==> config.mk <==
export PLATFORM = sky130hd
export DESIGN_NAME = txdesc_queue
export DESIGN_NICKNAME = d
export VERILOG_FILES = /design/src/rtl/txdesc_pkg.sv /design/src/rtl/txdesc_cmd_fifo.sv /design/src/rtl/txdesc_csr.sv /design/src/rtl/txdesc_engine.sv /design/src/rtl/txdesc_queue.sv
export SDC_FILE = /design/constraint.sdc
export NUM_CORES = 2
export LEC_CHECK = 0
export ABC_AREA = 1
export ABC_CLOCK_PERIOD_IN_PS = 4200
export CORE_ASPECT_RATIO = 0.5
export CORE_MARGIN = 8
export CORE_UTILIZATION = 40
export DETAILED_ROUTE_END_ITERATION = 10
export PLACE_DENSITY = 0.66
export SLEW_MARGIN = 20
export SYNTH_ARGS = -nofsm -noshare
export SYNTH_HDL_FRONTEND = slang
export SYNTH_SLANG_ARGS = --single-unit
==> constraint.sdc <==
create_clock -name clk -period 4.2 [get_ports clk]
set_clock_uncertainty 0.15 [all_clocks]
set_input_delay 1.05 -clock clk [delete_from_list [all_inputs] [get_ports clk]]
set_output_delay 1.05 -clock clk [all_outputs]
set_load 0.03 [all_outputs]
==> src/rtl/txdesc_pkg.sv <==
package txdesc_pkg;
  localparam int OFF_W      = 24;          // byte offset field of a command
  localparam int MEM_AW     = OFF_W - 2;   // 32-bit word address
  localparam int HDR_WORDS  = 4;           // 16-byte header
  localparam int STAT_WORD  = 1;           // status word index in header
  localparam logic [7:0] A_CMD    = 8'h00;
  localparam logic [7:0] A_FLUSH  = 8'h08;
  localparam logic [7:0] A_FRAMES = 8'h10;
  localparam logic [7:0] A_LEVEL  = 8'h20;

  typedef enum logic [2:0] {
    S_IDLE, S_H0, S_H1, S_H2, S_PW, S_PD, S_SEND, S_WB
  } eng_state_t;
endpackage

==> src/rtl/txdesc_cmd_fifo.sv <==
module txdesc_cmd_fifo #(
  parameter int DEPTH = 64,
  parameter int W     = 22,
  localparam int AW   = $clog2(DEPTH),
  localparam int CW   = AW + 1
) (
  input  logic          clk,
  input  logic          rst,
  input  logic          push,
  input  logic [W-1:0]  push_data,
  input  logic          pop,
  input  logic          flush,
  output logic [W-1:0]  head,
  output logic          not_empty,
  output logic          full,
  output logic [CW-1:0] level
);
  logic [W-1:0]  mem [DEPTH];
  logic [AW-1:0] wp, rp;
  logic          do_push, do_pop;

  assign full      = (level == CW'(DEPTH));
  assign not_empty = (level != '0);
  assign do_push   = push && !full;
  assign do_pop    = pop && not_empty;
  assign head      = mem[rp];

  always_ff @(posedge clk) begin
    if (do_push) mem[wp] <= push_data;
  end

  always_ff @(posedge clk) begin
    if (rst || flush) begin
      wp <= '0; rp <= '0; level <= '0;
    end else begin
      if (do_push) wp <= wp + 1'b1;
      if (do_pop)  rp <= rp + 1'b1;
      level <= level + CW'(do_push) - CW'(do_pop);
    end
  end

  AST_LEVEL_BOUND: assert property (@(posedge clk) disable iff (rst)
    level <= CW'(DEPTH));
  AST_FULL_DROP: assert property (@(posedge clk) disable iff (rst)
    (push && full && !pop && !flush) |=> level == $past(level));
  AST_FLUSH_EMPTY: assert property (@(posedge clk) disable iff (rst)
    flush |=> level == '0);
endmodule

==> src/rtl/txdesc_csr.sv <==
module txdesc_csr import txdesc_pkg::*; #(
  parameter int LVL_W = 7,
  parameter int CNT_W = 32
) (
  input  logic             clk,
  input  logic             rst,
  input  logic             wr_en,
  input  logic [7:0]       wr_addr,
  input  logic [31:0]      wr_data,
  input  logic             rd_en,
  input  logic [7:0]       rd_addr,
  output logic [31:0]      rd_data,
  input  logic             q_full,
  input  logic [LVL_W-1:0] q_level,
  input  logic             frame_done,
  output logic             push,
  output logic             flush
);
  logic             ovf;
  logic [CNT_W-1:0] frames;
  logic             clr;

  assign push  = wr_en && (wr_addr == A_CMD);
  assign flush = wr_en && (wr_addr == A_FLUSH);
  assign clr   = wr_en && (wr_addr == A_FRAMES) && (wr_data == '0);

  always_ff @(posedge clk) begin
    if (rst) begin
      ovf <= 1'b0; frames <= '0; rd_data <= '0;
    end else begin
      if (flush)              ovf <= 1'b0;
      else if (push && q_full) ovf <= 1'b1;
      if (clr)             frames <= '0;
      else if (frame_done) frames <= frames + 1'b1;
      if (rd_en) begin
        case (rd_addr)
          A_FRAMES: rd_data <= 32'(frames);
          A_LEVEL:  rd_data <= {15'd0, ovf, 16'(q_level)};
          default:  rd_data <= '0;
        endcase
      end
    end
  end

  AST_OVF_STICKY: assert property (@(posedge clk) disable iff (rst)
    (ovf && !flush) |=> ovf);
  AST_CNT_STEP: assert property (@(posedge clk) disable iff (rst)
    (!clr && !frame_done) |=> frames == $past(frames));
endmodule

==> src/rtl/txdesc_engine.sv <==
module txdesc_engine import txdesc_pkg::*; #(
  parameter int LEN_MAX = 2024,
  localparam int LEN_W  = $clog2(LEN_MAX + 1)
) (
  input  logic              clk,
  input  logic              rst,
  input  logic              cmd_valid,
  input  logic [MEM_AW-1:0] cmd_base,
  output logic              cmd_pop,
  output logic              mem_rd_req,
  output logic [MEM_AW-1:0] mem_rd_addr,
  input  logic [31:0]       mem_rd_data,
  output logic              mem_wr_en,
  output logic [MEM_AW-1:0] mem_wr_addr,
  output logic [31:0]       mem_wr_data,
  output logic              tx_valid,
  input  logic              tx_ready,
  output logic [7:0]        tx_data,
  output logic              tx_last,
  output logic [1:0]        tx_port
);
  eng_state_t        st;
  logic [MEM_AW-1:0] base;
  logic [LEN_W-1:0]  rem;
  logic [31:0]       status, word;
  logic [1:0]        lane;
  logic              take;

  assign cmd_pop = (st == S_IDLE) && cmd_valid;
  assign tx_data = word[8*lane +: 8];
  assign tx_last = (rem == LEN_W'(1));
  assign take    = tx_valid && tx_ready;

  always_ff @(posedge clk) begin
    if (rst) begin
      st <= S_IDLE; base <= '0; rem <= '0; status <= '0; word <= '0;
      lane <= '0; tx_valid <= 1'b0; tx_port <= '0;
      mem_rd_req <= 1'b0; mem_rd_addr <= '0;
      mem_wr_en <= 1'b0; mem_wr_addr <= '0; mem_wr_data <= '0;
    end else begin
      case (st)
        S_IDLE: if (cmd_valid) begin
          base <= cmd_base; mem_rd_req <= 1'b1; mem_rd_addr <= cmd_base;
          st <= S_H0;
        end
        S_H0: begin
          mem_rd_addr <= base + MEM_AW'(STAT_WORD);
          st <= S_H1;
        end
        S_H1: begin
          rem <= (mem_rd_data[15:0] > 16'(LEN_MAX)) ? LEN_W'(LEN_MAX)
                                                     : mem_rd_data[LEN_W-1:0];
          tx_port <= mem_rd_data[17:16];
          mem_rd_req <= 1'b0;
          st <= S_H2;
        end
        S_H2: begin
          status <= mem_rd_data;
          if (rem == '0) begin
            mem_wr_en <= 1'b1; mem_wr_addr <= base + MEM_AW'(STAT_WORD);
            mem_wr_data <= mem_rd_data | 32'd1;
            st <= S_WB;
          end else begin
            mem_rd_req <= 1'b1; mem_rd_addr <= base + MEM_AW'(HDR_WORDS);
            st <= S_PW;
          end
        end
        S_PW: begin
          mem_rd_req <= 1'b0;
          st <= S_PD;
        end
        S_PD: begin
          word <= mem_rd_data; lane <= '0; tx_valid <= 1'b1;
          st <= S_SEND;
        end
        S_SEND: if (take) begin
          if (rem == LEN_W'(1)) begin
            tx_valid <= 1'b0; rem <= '0;
            mem_wr_en <= 1'b1; mem_wr_addr <= base + MEM_AW'(STAT_WORD);
            mem_wr_data <= status | 32'd1;
            st <= S_WB;
          end else begin
            rem <= rem - 1'b1;
            if (lane == 2'd3) begin
              tx_valid <= 1'b0; mem_rd_req <= 1'b1;
              mem_rd_addr <= mem_rd_addr + 1'b1;
              st <= S_PW;
            end else begin
              lane <= lane + 1'b1;
            end
          end
        end
        S_WB: begin
          mem_wr_en <= 1'b0;
          st <= S_IDLE;
        end
        default: st <= S_IDLE;
      endcase
    end
  end

  AST_STREAM_HOLD: assert property (@(posedge clk) disable iff (rst)
    (tx_valid && !tx_ready) |=> tx_valid && $stable(tx_data)
      && $stable(tx_last) && $stable(tx_port));
  AST_WB_AFTER_LAST: assert property (@(posedge clk) disable iff (rst)
    (take && tx_last) |=> mem_wr_en);
  AST_NO_WB_MID_FRAME: assert property (@(posedge clk) disable iff (rst)
    mem_wr_en |-> !tx_valid);
  AST_WB_BIT0: assert property (@(posedge clk) disable iff (rst)
    mem_wr_en |-> mem_wr_data[0]);
  AST_ONE_FRAME: assert property (@(posedge clk) disable iff (rst)
    (cmd_pop && cmd_valid) |=> !cmd_pop);
endmodule

==> src/rtl/txdesc_queue.sv <==
module txdesc_queue import txdesc_pkg::*; #(
  parameter int FIFO_DEPTH = 64,
  parameter int LEN_MAX    = 2024,
  parameter int CNT_W      = 32,
  localparam int LVL_W     = $clog2(FIFO_DEPTH) + 1
) (
  input  logic              clk,
  input  logic              rst,
  input  logic              reg_wr_en,
  input  logic [7:0]        reg_wr_addr,
  input  logic [31:0]       reg_wr_data,
  input  logic              reg_rd_en,
  input  logic [7:0]        reg_rd_addr,
  output logic [31:0]       reg_rd_data,
  output logic              mem_rd_req,
  output logic [MEM_AW-1:0] mem_rd_addr,
  input  logic [31:0]       mem_rd_data,
  output logic              mem_wr_en,
  output logic [MEM_AW-1:0] mem_wr_addr,
  output logic [31:0]       mem_wr_data,
  output logic              tx_valid,
  input  logic              tx_ready,
  output logic [7:0]        tx_data,
  output logic              tx_last,
  output logic [1:0]        tx_port
);
  logic              push, flush, pop, q_ne, q_full;
  logic [MEM_AW-1:0] q_head;
  logic [LVL_W-1:0]  q_level;

  txdesc_csr #(.LVL_W(LVL_W), .CNT_W(CNT_W)) u_csr (
    .clk, .rst,
    .wr_en(reg_wr_en), .wr_addr(reg_wr_addr), .wr_data(reg_wr_data),
    .rd_en(reg_rd_en), .rd_addr(reg_rd_addr), .rd_data(reg_rd_data),
    .q_full, .q_level, .frame_done(mem_wr_en), .push, .flush
  );

  txdesc_cmd_fifo #(.DEPTH(FIFO_DEPTH), .W(MEM_AW)) u_fifo (
    .clk, .rst, .push, .push_data(reg_wr_data[OFF_W-1:2]), .pop, .flush,
    .head(q_head), .not_empty(q_ne), .full(q_full), .level(q_level)
  );

  txdesc_engine #(.LEN_MAX(LEN_MAX)) u_eng (
    .clk, .rst, .cmd_valid(q_ne), .cmd_base(q_head), .cmd_pop(pop),
    .mem_rd_req, .mem_rd_addr, .mem_rd_data,
    .mem_wr_en, .mem_wr_addr, .mem_wr_data,
    .tx_valid, .tx_ready, .tx_data, .tx_last, .tx_port
  );
endmodule

==> impl_metrics.tcl <==
set metrics [dict create \
    tritoncts "yes" \
    worst_setup_path_start_kind "flip-flop" \
    ios 207 \
    syn_avg_cell_area_um2 10.5 \
    dieArea_mm2 0.189 \
    cts.htree.levels 4 \
    hpwl_mm 125 \
    place.gp.congestion 0.895 \
    fin_ws_ps 236 \
    crit_type "reg2out" \
    holdWs_ps 308 \
    syn_inst 6665 \
    synth_top_area_share_pct 60.6 \
    track_usage_pct 20.9 \
    io_buffer_count 206 \
    cp.required_ps 3000 \
    final_cell_mix "nand2_1 (2,034), edfxtp_1 (1,408), nand3_1 (1,227)" \
    cts-root-buf "clkbuf_16" \
    p_comb_share_pct 26.8 \
    wl_per_cell_um 22.2 \
    p_clk_share_pct 30.8 \
    grt_start_max_net_pins 111 \
    utilization_pct 46.2 \
    clock-sinks 1680 \
    place_ws_ps -144 \
    drt_first_pass_iters 8 \
    syn-cell-area_mm2 0.0698 \
    synth_top_area_cell "edfxtp_1" \
    crit_chain "buf_4 -> inv_1 -> o21ai_0 -> o22ai_1 -> clkdlybuf4s50_1" \
    crit_family "buffers and inverters" \
    core_area_mm2 0.173 \
    rsz0062_at_grt "no" \
    fin_cells 9255 \
    wl_mm 205 \
    placed_cells 8979 \
    cp.arrival_ps 2760 \
    syn_nets 6769 \
    cp-end-kind "primary output" \
    internal_power_mw 29.4 \
    power.leakage_nw 28.8 \
    dpl_cell_area_mm2 0.0751 \
    max_stage_delay_ps 730 \
    outcome "finished, final reports clean" \
    tns_ps 0 \
    numCtsBuffers 154 \
    synthTopCellsByArea "edfxtp_1 (61%), nand2_1 (11%), nand3_1 (8.8%)" \
    max_freq_mhz 252 \
    antenna_left 0 \
    clk_path_buf_depth 3 \
    swShare_pct 34.5 \
    worstMarginPinSlew_ps 1120 \
    vias 50404 \
    p_switching_mw 15.5 \
    final_cell_area_mm2 0.0800 \
    peakVddDrop_mv 0.404 \
    drc 0 \
    critPathSlowestCell "clkdlybuf4s50_1" \
    power_frac_seq_pct 42.4 \
    hold_class "reg2reg" \
    crit_buf_inv 3 \
    path_max_fanout 18 \
    post_cts_buffers 0 \
    area_growth_pct 14.6 \
    die_w_um 607 \
    p_total_mw 44.9 \
    drtIter0Drc 6904 \
    grt-ovfl-total 0 \
    r2r_setup_slack_ps 860 \
    ys_types 47 \
    clkLatencyLatePin_ps 810 \
    power_density_mw_per_mm2 561 \
    ctsResizeCount 0 \
    maxSlewViolCount 0 \
    postCtsHoldBufs 0 \
    drv_cap 0 \
    layout_commonest_cell "nand2_1" \
    path_clk_slew_ps 60 \
    yosysWarningCount 0 \
    nets 6929 \
    final_layout_size_suffix_gt1_share_pct 7.52 \
    floorplan.initialDensity_pct 40.3 \
    period_share_pct 94.4 \
    grt_pass1_wl_mm 300 \
    synth-seq-cells 1680 \
    ys_seq_area_share_pct 68.4 \
    die_height_um 311 \
    setup_viol 0 \
    vias_per_cell 5.45 \
    timing_hold_violations_final 0 \
    rows 108 \
    timing.final.crit_period_ps 3960 \
    relSlewSlack_pct 25.6 \
    first_global_vias 46705 \
    antenna_found_initial 9 \
]
[state kept, by name (all words and copies together) (netlist names), named ones only]
register	cells
u_eng.lane	2
u_eng.tx_port	2
u_fifo.rp	6
u_csr.ovf	1
u_eng.mem_rd_addr	22
u_eng.mem_wr_addr	22
u_eng.mem_rd_req	1
u_eng.status	31
u_eng.mem_wr_data	32
u_fifo.wp	6
u_eng.st	3
u_eng.mem_wr_en	1
u_eng.tx_valid	1
u_csr.rd_data	32
u_csr.frames	32
u_fifo.level	7
u_eng.rem	11
u_fifo.mem	1408
u_eng.word	32
u_eng.base	22
[synth_stat cells, drive strengths merged]
master and count:
a21oi 169, clkinv 2, xor2 31, nand2 2038
xnor2 11, o221a 1, nand4 33, o311ai 1
ha 18, clkbuf 161, a211oi 3, o21bai 4
a21o 2, o22ai 19, o221ai 10, fa 1
buf 232, nand2b 1, and3 3, or2 5
nor3 36, o31ai 1, nor3b 10, inv 210
o2111ai 1, dfxtp 272, nand3 1228, o21ai 263
a31oi 42, and2 1, nor4 10, o211ai 25
nor2 411, edfxtp 1408, o21a 2
[kinds of logic (layout without fill, tap and decap cells)]
family	Yosys count	after routing	share of synthesized area (%)
compound gates	543	543	4.21
buf+inv	605	884	3.63
other cells	0	1	0
simple gates	3776	3776	22.9
fa+ha+maj	19	19	0.351
flops	1680	1680	68.4
xor+xnor	42	42	0.527
[metal layers]
metal  up-vias  share of wire, %  GRT usage (%)
li1      23426                 -              -
met1     24198                41           29.1
met2      2446                45           32.4
met3       332                10           4.28
met4         2               3.7           7.80
met5         -            0.0063              0
[worst paths after layout]
path	from	endpoint	cells past startpoint
min reg2reg	u_csr.ovf	u_csr.ovf	2
max	u_eng.lane[0]	tx_data[2]	5
max reg2reg	u_fifo.level[2]	u_fifo.mem[23][5]	12
min	u_csr.ovf	u_csr.ovf	2
[power groups by stage]
stage / registers, mW / logic, mW / clock network (mW)
after CTS: 19.0 / 11.9 / 14.0
final: 19.1 / 12.1 / 13.8
after floorplan: 19.5 / 7.18 / 0
after global placement: 19.4 / 11.7 / 0
after detailed placement: 19.4 / 11.8 / 0
after global routing: 19.1 / 13.1 / 14.6
[cell type report]
| cell class | instances | area, um^2 |
|---|---|---|
| fill | 15594 | 93300 |
| sequential | 1680 | 47700 |
| multi-input combinational | 4380 | 19700 |
| tap | 2310 | 2890 |
| antenna | 1 | 2.50 |
| timing repair buffer | 397 | 3960 |
| clock buffer | 198 | 4080 |
| inverter | 212 | 820 |
| clock inverter | 77 | 798 |
[worst register-to-register path: cells and delay by family (launching register included)]
kind / cells / cell delay [ps]
flip-flops: 1 / 350
AND/OR/NAND/NOR: 7 / 1740
buffers and inverters: 4 / 610
adder cells (fa/ha/maj): 1 / 190
No activity file was read; power rests on OpenSTA's default activity.
